`config.mk`:
```
export PLATFORM = sky130hd
export DESIGN_NAME = cmd_addr_encoder
export DESIGN_NICKNAME = d
export VERILOG_FILES = /design/src/rtl/cmd_addr_encoder_pkg.sv /design/src/rtl/enc_ctrl.sv /design/src/rtl/enc_shift.sv /design/src/rtl/enc_shaper.sv /design/src/rtl/cmd_addr_encoder.sv
export SDC_FILE = /design/constraint.sdc
export NUM_CORES = 1
export LEC_CHECK = 0
export BUFFER_PORTS_ARGS = -buffer_cell sky130_fd_sc_hd__buf_2
export CAP_MARGIN = 5
export CORE_ASPECT_RATIO = 1.4
export CORE_UTILIZATION = 61
export DETAILED_ROUTE_END_ITERATION = 16
export GPL_TIMING_DRIVEN = 0
export HOLD_SLACK_MARGIN = 0.15
export PLACE_DENSITY = 0.83
export SLEW_MARGIN = 5
export SYNTH_ARGS = -nofsm -noshare
export SYNTH_HDL_FRONTEND = slang
export SYNTH_SLANG_ARGS = --single-unit
```
`constraint.sdc`:
```
create_clock -name clk -period 5.1 [get_ports clk]
set_input_delay 1.02 -clock clk [delete_from_list [all_inputs] [get_ports clk]]
set_output_delay 1.02 -clock clk [all_outputs]
set_load 0.02 [all_outputs]
```
`src/rtl/cmd_addr_encoder_pkg.sv`:
```
package cmd_addr_encoder_pkg;

  typedef enum logic [2:0] {
    ST_IDLE,
    ST_LEAD,
    ST_CELL,
    ST_REQLO,
    ST_REQHI
  } enc_state_e;

  function automatic int unsigned max_of(input int unsigned a, input int unsigned b);
    return (a > b) ? a : b;
  endfunction

endpackage

```
`src/rtl/enc_ctrl.sv`:
```
module enc_ctrl
  import cmd_addr_encoder_pkg::*;
#(
  parameter int unsigned WORD_W       = 16,
  parameter int unsigned CELL_CLKS    = 12,
  parameter int unsigned LEAD_CLKS    = 1,
  parameter int unsigned REQ_LOW_CLKS = 5,
  parameter int unsigned REQ_GAP_CLKS = 16,
  parameter int unsigned POS_W        = 5
) (
  input  logic             clk,
  input  logic             rst,
  input  logic             start_i,
  input  logic             rd_req_i,
  output enc_state_e       state_o,
  output logic [POS_W-1:0] pos_o,
  output logic             term_o,
  output logic             load_o,
  output logic             adv_o,
  output logic             busy_o
);

  localparam int unsigned N_CELLS = WORD_W + 2;
  localparam int unsigned CELL_W  = $clog2(N_CELLS);

  enc_state_e        state_q, state_n;
  logic [POS_W-1:0]  pos_q, pos_n, span_last;
  logic [CELL_W-1:0] cell_q, cell_n;
  logic              busy_q, acc_word, acc_req, last_pos, term;

  assign acc_word = start_i & ~busy_q;
  assign acc_req  = rd_req_i & ~busy_q & ~start_i;
  assign term     = (cell_q == CELL_W'(N_CELLS - 1));

  always_comb begin
    case (state_q)
      ST_LEAD:  span_last = POS_W'(LEAD_CLKS - 1);
      ST_CELL:  span_last = POS_W'(CELL_CLKS - 1);
      ST_REQLO: span_last = POS_W'(REQ_LOW_CLKS - 1);
      ST_REQHI: span_last = POS_W'(REQ_GAP_CLKS - 1);
      default:  span_last = '0;
    endcase
  end

  assign last_pos = (pos_q == span_last);

  always_comb begin
    state_n = state_q;
    pos_n   = pos_q;
    cell_n  = cell_q;
    if (state_q == ST_IDLE) begin
      if (acc_word) begin
        state_n = ST_LEAD;
        pos_n   = '0;
      end else if (acc_req) begin
        state_n = ST_REQLO;
        pos_n   = '0;
      end
    end else if (!last_pos) begin
      pos_n = pos_q + 1'b1;
    end else begin
      pos_n = '0;
      case (state_q)
        ST_LEAD: begin
          state_n = ST_CELL;
          cell_n  = '0;
        end
        ST_CELL: begin
          if (term) state_n = ST_IDLE;
          else      cell_n  = cell_q + 1'b1;
        end
        ST_REQLO: state_n = ST_REQHI;
        default:  state_n = ST_IDLE;
      endcase
    end
  end

  always_ff @(posedge clk) begin
    if (rst) begin
      state_q <= ST_IDLE;
      pos_q   <= '0;
      cell_q  <= '0;
      busy_q  <= 1'b0;
    end else begin
      state_q <= state_n;
      pos_q   <= pos_n;
      cell_q  <= cell_n;
      busy_q  <= (state_n != ST_IDLE) | (state_q != ST_IDLE);
    end
  end

  assign state_o = state_q;
  assign pos_o   = pos_q;
  assign term_o  = term;
  assign load_o  = (state_q == ST_IDLE) & acc_word;
  assign adv_o   = (state_q == ST_CELL) & last_pos & ~term;
  assign busy_o  = busy_q;

  // the last busy cycle is idle, and nothing may start from it
  p_hold_idle_r8: assert property (@(posedge clk) disable iff (rst)
    (state_q == ST_IDLE && busy_q) |=> (state_q == ST_IDLE));

  // any active state keeps busy high on the next clock
  p_busy_span_r7: assert property (@(posedge clk) disable iff (rst)
    (state_q != ST_IDLE) |=> busy_q);

  // the terminator's last clock ends the frame
  p_term_end_r5: assert property (@(posedge clk) disable iff (rst)
    (state_q == ST_CELL && term && last_pos) |=> (state_q == ST_IDLE));

endmodule

```
`src/rtl/enc_shift.sv`:
```
module enc_shift #(
  parameter int unsigned WORD_W = 16
) (
  input  logic              clk,
  input  logic              rst,
  input  logic              load_i,
  input  logic              adv_i,
  input  logic              is_cmd_i,
  input  logic [WORD_W-1:0] word_i,
  output logic              bit_o
);

  logic [WORD_W:0] sreg_q;

  always_ff @(posedge clk) begin
    if (rst)         sreg_q <= '0;
    else if (load_i) sreg_q <= {is_cmd_i, word_i};
    else if (adv_i)  sreg_q <= {sreg_q[WORD_W-1:0], 1'b0};
  end

  assign bit_o = sreg_q[WORD_W];

  // a load and a shift never meet in one cycle
  p_load_vs_shift_r3: assert property (@(posedge clk) disable iff (rst)
    adv_i |-> !load_i);

endmodule

```
`src/rtl/enc_shaper.sv`:
```
module enc_shaper
  import cmd_addr_encoder_pkg::*;
#(
  parameter int unsigned DATA_AT = 3,
  parameter int unsigned STAT_AT = 8,
  parameter int unsigned POS_W   = 5
) (
  input  logic             clk,
  input  logic             rst,
  input  enc_state_e       state_i,
  input  logic [POS_W-1:0] pos_i,
  input  logic             term_i,
  input  logic             bit_i,
  output logic             line_o
);

  logic lvl, line_q;

  always_comb begin
    case (state_i)
      ST_LEAD, ST_REQLO: lvl = 1'b0;
      ST_CELL: begin
        if (term_i)                        lvl = 1'b1;
        else if (pos_i < POS_W'(DATA_AT))  lvl = 1'b1;
        else if (pos_i < POS_W'(STAT_AT))  lvl = bit_i;
        else                               lvl = 1'b0;
      end
      default: lvl = 1'b1;
    endcase
  end

  always_ff @(posedge clk) begin
    if (rst) line_q <= 1'b1;
    else     line_q <= lvl;
  end

  assign line_o = line_q;

  // the lead clock puts a low level on the line
  p_lead_low_r2: assert property (@(posedge clk) disable iff (rst)
    (state_i == ST_LEAD) |=> !line_o);

  // the request pulse is low
  p_req_low_r9: assert property (@(posedge clk) disable iff (rst)
    (state_i == ST_REQLO) |=> !line_o);

  // the terminator cell is high throughout
  p_term_high_r5: assert property (@(posedge clk) disable iff (rst)
    (state_i == ST_CELL && term_i) |=> line_o);

  // idle keeps the line high
  p_idle_high_r11: assert property (@(posedge clk) disable iff (rst)
    (state_i == ST_IDLE) |=> line_o);

  // the status segment of a cell that has more to follow is low
  p_status_low_r4: assert property (@(posedge clk) disable iff (rst)
    (state_i == ST_CELL && !term_i && pos_i >= POS_W'(STAT_AT)) |=> !line_o);

endmodule

```
`src/rtl/cmd_addr_encoder.sv`:
```
module cmd_addr_encoder
  import cmd_addr_encoder_pkg::*;
#(
  parameter int unsigned WORD_W       = 16,
  parameter int unsigned CELL_CLKS    = 12,
  parameter int unsigned DATA_AT      = 3,
  parameter int unsigned STAT_AT      = 8,
  parameter int unsigned LEAD_CLKS    = 1,
  parameter int unsigned REQ_LOW_CLKS = 5,
  parameter int unsigned REQ_GAP_CLKS = 16
) (
  input  logic              clk,
  input  logic              rst,
  input  logic              start_i,
  input  logic              is_cmd_i,
  input  logic [WORD_W-1:0] word_i,
  input  logic              rd_req_i,
  output logic              busy_o,
  output logic              line_o
);

  localparam int unsigned POS_MAX = max_of(max_of(CELL_CLKS, LEAD_CLKS),
                                           max_of(REQ_LOW_CLKS, REQ_GAP_CLKS));
  localparam int unsigned POS_W   = $clog2(POS_MAX + 1);

  enc_state_e       state;
  logic [POS_W-1:0] pos;
  logic             term, load, adv, cur_bit;

  enc_ctrl #(
    .WORD_W(WORD_W), .CELL_CLKS(CELL_CLKS), .LEAD_CLKS(LEAD_CLKS),
    .REQ_LOW_CLKS(REQ_LOW_CLKS), .REQ_GAP_CLKS(REQ_GAP_CLKS), .POS_W(POS_W)
  ) u_ctrl (
    .clk(clk), .rst(rst), .start_i(start_i), .rd_req_i(rd_req_i),
    .state_o(state), .pos_o(pos), .term_o(term), .load_o(load),
    .adv_o(adv), .busy_o(busy_o)
  );

  enc_shift #(.WORD_W(WORD_W)) u_shift (
    .clk(clk), .rst(rst), .load_i(load), .adv_i(adv),
    .is_cmd_i(is_cmd_i), .word_i(word_i), .bit_o(cur_bit)
  );

  enc_shaper #(.DATA_AT(DATA_AT), .STAT_AT(STAT_AT), .POS_W(POS_W)) u_shaper (
    .clk(clk), .rst(rst), .state_i(state), .pos_i(pos), .term_i(term),
    .bit_i(cur_bit), .line_o(line_o)
  );

endmodule

```
==> results of run 1 <==
==> worst min path at each step <==
| stage | end | slack, ns | cells after the start |
|---|---|---|---|
| 2_1_floorplan | u_ctrl.cell_q[4] | 0.47 | 2 |
| 3_3_place_gp | u_ctrl.cell_q[4] | 0.48 | 2 |
| 3_5_place_dp | u_shift.sreg_q[10] | 0.50 | 2 |
| 4_1_cts | u_shift.sreg_q[10] | 0.51 | 2 |
| 5_1_grt | u_shift.sreg_q[15] | 0.54 | 2 |
| 6_report | u_shift.sreg_q[13] | 0.51 | 2 |
==> sequential cells by signal (all words and copies together) (netlist names) <==
signal and flops:
u_ctrl.state_o 3, u_shift.sreg_q 17, u_ctrl.cell_q 5, u_shaper.line_o 1, u_ctrl.pos_o 5, u_ctrl.busy_o 1
==> through the flow <==
step / util, % / cells / power (W) / hold WS, ns
floorplan: - / 227 / 0.000739 / 0.466
finish: 74.2 / 292 / 0.00103 / 0.512
detailed placement: 72.0 / 284 / 0.000865 / 0.499
global placement: 72.0 / 284 / 0.000839 / 0.478
CTS: 74.2 / 292 / 0.00102 / 0.512
global route: 74.2 / 292 / 0.00110 / 0.544
==> final cells by class <==
cell class | count | area [um^2]
repair buffers | 21 | 105
flip-flops and latches | 32 | 641
multi-input cells | 166 | 1020
clock buffers | 8 | 58.8
well taps | 36 | 45.0
inverters | 8 | 30.0
fillers | 237 | 696
plain buffers | 21 | 104
==> synthesized netlist by cell type, drive strengths merged <==
library cell / instances / area (um^2)
a2111oi: 3 / 26.3
a211oi: 7 / 52.6
a21o: 1 / 7.51
a21oi: 13 / 65.1
a22oi: 1 / 7.51
a31oi: 3 / 18.8
a32o: 1 / 10.0
and3: 1 / 6.26
buf: 5 / 43.8
clkbuf: 16 / 60.1
dfxtp: 32 / 641
ha: 3 / 37.5
inv: 8 / 30.0
nand2: 9 / 33.8
nand3: 9 / 45.0
nand3b: 2 / 15.0
nand4: 2 / 12.5
nand4b: 1 / 8.76
nand4bb: 1 / 11.3
nor2: 25 / 93.8
nor2b: 1 / 6.26
nor3: 9 / 45.0
nor3b: 2 / 20.0
nor4: 2 / 12.5
o2111ai: 1 / 8.76
o21a: 9 / 67.6
o21ai: 17 / 88.8
o22ai: 2 / 18.8
o311ai: 2 / 17.5
o31ai: 10 / 75.1
o32ai: 3 / 26.3
or3: 22 / 138
or4: 1 / 11.3
or4b: 1 / 13.8
xor2: 2 / 17.5
==> report_power, final <==
part	total (W)	switching, W	internal [W]
Clock	0.000156	0.0000878	0.0000679
Sequential	0.000373	0.0000460	0.000327
Combinational	0.000500	0.000316	0.000184
==> cell families (layout without fill, tap and decap cells) <==
kind of cell | Yosys count | count (layout) | share of synthesized area (%)
xor gates and xnor gates | 2 | 2 | 0.977
and+or+nand+nor | 88 | 88 | 26.4
AOI/OAI and AO/OA | 73 | 73 | 27.4
adders and majority gates | 3 | 3 | 2.09
DFF | 32 | 32 | 35.7
buffers and inverters | 29 | 58 | 7.47
==> worst max-delay path: cells and delay by family, from the launching register on <==
| family | cells | cell delay [ns] |
|---|---|---|
| buffers and inverters | 3 | 0.97 |
| AO/OA/AOI/OAI | 2 | 0.56 |
| flip-flops | 1 | 0.34 |
| AND/OR/NAND/NOR | 2 | 0.32 |
==> cell usage in the layout (no fill, tap or decap), drive strengths merged, types with 3 or more instances in the layout <==
cell type / count
a2111oi: 3
a211oi: 7
a21oi: 13
a31oi: 3
buf: 26
clkbuf: 24
dfxtp: 32
ha: 3
inv: 8
nand2: 9
nand3: 9
nor2: 25
nor3: 9
o21a: 9
o21ai: 17
o31ai: 10
o32ai: 3
or3: 22
==> per-layer routing <==
metal | wire, um | vias to the layer above | part of all wire, % | GRT usage [%]
met2 | 2300 | 94 | 49 | 55.9
met5 | 0 | - | 0 | 0
met1 | 1920 | 838 | 41 | 41.1
met4 | 144 | 0 | 3.1 | 17.0
li1 | - | 895 | - | -
met3 | 285 | 18 | 6.1 | 8.74
==> results.json, run 1 <==
{
  "cts_sinks": 32,
  "synth_cell_types": 39,
  "synth.yosys.seq_area_share_pct": 35.7,
  "cp_common_cell": "clkbuf_1",
  "rsz0062_at_grt": "no",
  "cts_max_path_buffers": 2,
  "finalCritPeriodShare_pct": 45.0,
  "slew_violations": 0,
  "grt_pass1_wl_um": 7840,
  "die-area_mm2": 0.00316,
  "cp_slowest_stage_delay_ns": 0.41,
  "clk_latency_ns": 0.35,
  "r2r-end": "u_shift.sreg_q[8]",
  "syn_nets": 251,
  "cts_resized": 0,
  "cts_root_buf": "clkbuf_4",
  "post_dp_cell_area_mm2": 0.00194,
  "mappedNetlistArea_mm2": 0.00179,
  "status": "completed",
  "grt_use_total_pct": 34.8,
  "syn_inst": 227,
  "crit_slowest_cell": "clkbuf_1",
  "cp-start-kind": "register",
  "path_clk_slew_ns": 0.10,
  "crit_chain": "buf_2 > nand3b_1 > a31oi_1 > clkbuf_1 > clkbuf_1 > nor3_1 > a211oi_1",
  "grt_overflow": 0,
  "cap_viol_max_count": 0,
  "timing.fmax_mhz": 436,
  "powerDensity_mw_per_mm2": 514,
  "std_cell_rows": 22,
  "wl_um": 4650,
  "critPathCaptureType": "register",
  "cp.required_ns": 5.35,
  "io_pins": 23,
  "relSlewSlack_pct": 63.2,
  "fin_worst_skew_ns": 0.00641,
  "io_buffer_count": 21,
  "vdd_drop_max_mv": 0.309,
  "setup.worst_path.start": "u_ctrl.state_o[2]",
  "avgViaCountPerCell": 6.32,
  "post-route-drc-count": 0,
  "core_area_mm2": 0.00270,
  "setup_violations": 0,
  "initial_core_util_pct": 66.5,
  "grt_pass1_vias": 1798,
  "area_growth_syn_to_layout_pct": 11.7,
  "cts_made_buffers": 5,
  "gp_congestion": 0.843,
  "drive_gt1_share_pct": 14.5,
  "hold_class": "register to register",
  "cts_setup_buffers": 0,
  "worstReg2RegStart": "u_ctrl.state_o[2]",
  "wl_per_cell_um": 15.9,
  "antennaDiodeCount": 0,
  "drtIter0Drc": 127,
  "ant_nets": 0,
  "pre_cts_slack_ns": 2.73,
  "antenna_found_initial": 0,
  "worstMarginPinSlew_ns": 0.547,
  "fin_crit_ns": 2.30,
  "synth_seq_cells": 32,
  "arrival_ns": 2.55,
  "hold_viol": 0,
  "r2r_cells": 7,
  "yosysWarnings": 0,
  "vias": 1845,
  "worst_slack_ns": 2.80,
  "fin_area_mm2": 0.00200,
  "final_nets": 279,
  "dieHeight_um": 66.2,
  "avgSynthCellArea_um2": 7.90,
  "die_w_um": 47.8,
  "firstDrtPassIters": 5,
  "grt_max_degree": 11,
  "p_leak_nw": 0.726,
  "htree_levels": 2,
  "endpoint": "u_shift.sreg_q[8]",
  "cts_hold_buf": 0,
  "crit_path_max_fanout": 10,
  "crit_type": "register to register",
  "hold_start": "u_shift.sreg_q[13]",
  "regToRegSetupSlack_ns": 2.80,
  "cts_tree": "yes",
  "hpwl_um": 3280,
  "fin_setup_tns_ns": 0
}
(Power assumes the default switching activity.)
==> inputs of run 2 (changes only) <==
--- a/config.mk
+++ b/config.mk
@@ -5,14 +5,15 @@
 export SDC_FILE = /design/constraint.sdc
 export NUM_CORES = 1
 export LEC_CHECK = 0
+export ABC_AREA = 1
 export BUFFER_PORTS_ARGS = -buffer_cell sky130_fd_sc_hd__buf_2
 export CAP_MARGIN = 5
 export CORE_ASPECT_RATIO = 1.4
-export CORE_UTILIZATION = 61
+export CORE_UTILIZATION = 51
 export DETAILED_ROUTE_END_ITERATION = 16
 export GPL_TIMING_DRIVEN = 0
 export HOLD_SLACK_MARGIN = 0.15
-export PLACE_DENSITY = 0.83
+export PLACE_DENSITY = 0.74
 export SLEW_MARGIN = 5
 export SYNTH_ARGS = -nofsm -noshare
 export SYNTH_HDL_FRONTEND = slang
==> constraint.sdc (replaced) <==
create_clock -name clk -period 1.9 [get_ports clk]
set_input_delay 0.38 -clock clk [delete_from_list [all_inputs] [get_ports clk]]
set_output_delay 0.38 -clock clk [all_outputs]
set_load 0.02 [all_outputs]
==> run 2 against run 1 <==
Effect of this change: clock power grew to 3.5 times the previous value; wire length fell by 18%; hold slack worse by 0.14 ns; clock-buffer cell count unchanged; die area is 21% higher; sequential share of layout area decreased by 1.1 points; total power grew to 3.0 times the previous value; final area increased by 3.6%; via count shrank 7.3%; worst setup slack worse by 2.6 ns.
==> results.json, run 2 <==
{
  "yosysWarnings": 0,
  "crit_slowest_cell": "dfxtp_1",
  "htree_levels": 2,
  "core_area_mm2": 0.00341,
  "worstMarginPinSlew_ns": 0.506,
  "vias": 1710,
  "synthFlopType": "dfxtp_1",
  "regMostFlops": "u_shift.sreg_q",
  "drive_gt1_share_pct": 16.1,
  "cts_root_buf": "clkbuf_8",
  "cts_made_buffers": 5,
  "wl_per_cell_um": 10.9,
  "grt_pass1_wl_um": 6570,
  "largest_reg_flops": 17,
  "arrival_ns": 1.89,
  "synth_seq_cells": 32,
  "synth-edff-count": 0,
  "cp_slowest_stage_delay_ns": 0.43,
  "cp-start-kind": "register",
  "final_cell_mix": "nand2_1, nor2_1, dfxtp_1, inv_1, buf_2",
  "grt_max_degree": 11,
  "fin_crit_ns": 1.71,
  "grt_use_total_pct": 23.1,
  "holdWs_ns": 0.371,
  "crit_type": "register to register",
  "yosysMostFrequentCell": "nand2_1",
  "io_buffer_count": 21,
  "gp_congestion": 0.840,
  "cts_tree": "yes",
  "grt_pass1_vias": 1578,
  "path_buf_inv": 2,
  "initial_core_util_pct": 53.5,
  "die-area_mm2": 0.00382,
  "total_power_w": 0.00305,
  "ys_async_sr_fraction_pct": 0,
  "netlist.area_leader.share_pct": 35.1,
  "cts_resized": 0,
  "mappedNetlistArea_mm2": 0.00182,
  "path_clk_slew_ns": 0.06,
  "cp.required_ns": 2.08,
  "synth_cell_types": 32,
  "avgViaCountPerCell": 4.87,
  "crit_chain": "inv_2 > nand3_4 > nand2_1 > nand2_1 > nand2_2 > nor2_8 > nand3_2 > nand2_4 > buf_6 > nand2_1 > nand2_1 > nor2_1",
  "cts_hold_buf": 0,
  "std_cell_rows": 25,
  "fin_worst_skew_ns": 0.00400,
  "slew_violations": 0,
  "dieHeight_um": 72.8,
  "firstDrtPassIters": 4,
  "cp_top_family": "simple AND/OR/NAND/NOR gates",
  "yosysTopAreaCell": "dfxtp_1",
  "io_pins": 23,
  "vdd_drop_max_mv": 0.855,
  "die_w_um": 52.5,
  "synthTopCellsByArea": "dfxtp_1, nand2_1, nor2_1",
  "fin_setup_tns_ns": 0,
  "drtIter0Drc": 34,
  "final_nets": 334,
  "timing.fmax_mhz": 584,
  "relSlewSlack_pct": 66.2,
  "ant_nets": 0,
  "hpwl_um": 2790,
  "cts_setup_buffers": 0,
  "powerDensity_mw_per_mm2": 1470,
  "finalCritPeriodShare_pct": 90.2,
  "regArea_um2": 641,
  "syn_nets": 306,
  "grt_overflow": 0,
  "status": "completed",
  "synth.yosys.seq_area_share_pct": 35.1,
  "syn_inst": 282,
  "antenna_found_initial": 0,
  "rsz0062_at_grt": "no",
  "cp_common_cell": "nand2_1",
  "clk_latency_ns": 0.28,
  "setup_violations": 0,
  "critPathCaptureType": "register",
  "antennaDiodeCount": 0,
  "post-route-drc-count": 0,
  "avgSynthCellArea_um2": 6.47,
  "crit_path_max_fanout": 10,
  "multi_input_area_um2": 998,
  "wl_um": 3810,
  "p_leak_nw": 1.05,
  "area_growth_syn_to_layout_pct": 13.6,
  "fillers": 362,
  "hold_viol": 0,
  "cts_max_path_buffers": 2,
  "hold_class": "input pin to register",
  "final_common_cell": "nand2_1",
  "cts_sinks": 32,
  "synth_common_cells": "nand2_1, nor2_1, dfxtp_1",
  "cap_viol_max_count": 0
}
-- run 2: cell count changes after synthesis, sizes merged, moves of 8 or more --
cell	before	now
clkbuf	16	2
o21a	9	0
nand2	9	107
or3	22	0
o21ai	17	4
o31ai	10	2
nor2	25	50
inv	8	33
-- run 2: path summary, 6_finish.rpt --
kind         slack, ns                 end  cells after the start         startpoint
min reg2reg       0.48   u_shift.sreg_q[3]                      2  u_shift.sreg_q[3]
min               0.37   u_shift.sreg_q[0]                      3          word_i[0]
max reg2reg       0.19  u_shift.sreg_q[15]                     12  u_ctrl.state_o[2]
max               0.19  u_shift.sreg_q[15]                     12  u_ctrl.state_o[2]
-- run 2: area by class of cell --
class / count / share of cell area, %
inverters: 33 / 5.97
plain buffers: 9 / 3.14
repair buffers: 21 / 5.07
clock buffers: 8 / 4.35
well taps: 40 / 2.41
multi-input cells: 208 / 48.2
flip-flops and latches: 32 / 30.9
-- run 2: routing by layer --
layer / GRT usage, % / wire, um
met5: 0 / 0
met4: 8.77 / 66
met3: 6.25 / 124
met2: 39.7 / 1960
met1: 26.5 / 1660
-- run 2: power breakdown --
part | switching [W] | internal, W | total (W)
clock network | 0.000245 | 0.000295 | 0.000540
logic | 0.000964 | 0.000554 | 0.00152
registers | 0.000121 | 0.000868 | 0.000989
total | 0.00133 | 0.00172 | 0.00305
-- run 2: worst min-delay path: cells and delay by family --
family                 cells  cell delay [ns]
AO/OA/AOI/OAI              1             0.06
buffers and inverters      1             0.10
AND/OR/NAND/NOR            1             0.06
-- run 2: logic make-up after synthesis --
group,after synthesis,synth area share [%]
adders and majority gates,3,2.06
xor gates and xnor gates,6,2.88
and+or+nand+nor,180,43.1
muxes,1,0.549
buffers and inverters,42,10.4
DFF,32,35.1
AOI/OAI and AO/OA,18,5.97
-- run 2: through the flow --
step                cell area [um^2]  worst slack [ns]  instances  utilization [%]
floorplan                       1820             0.404        282                -
global placement                1980             0.206        343             58.1
detailed placement              1980             0.166        343             58.1
CTS                             2070             0.153        351             60.7
global route                    2070           0.00564        351             60.8
finish                          2070             0.187        351             60.8
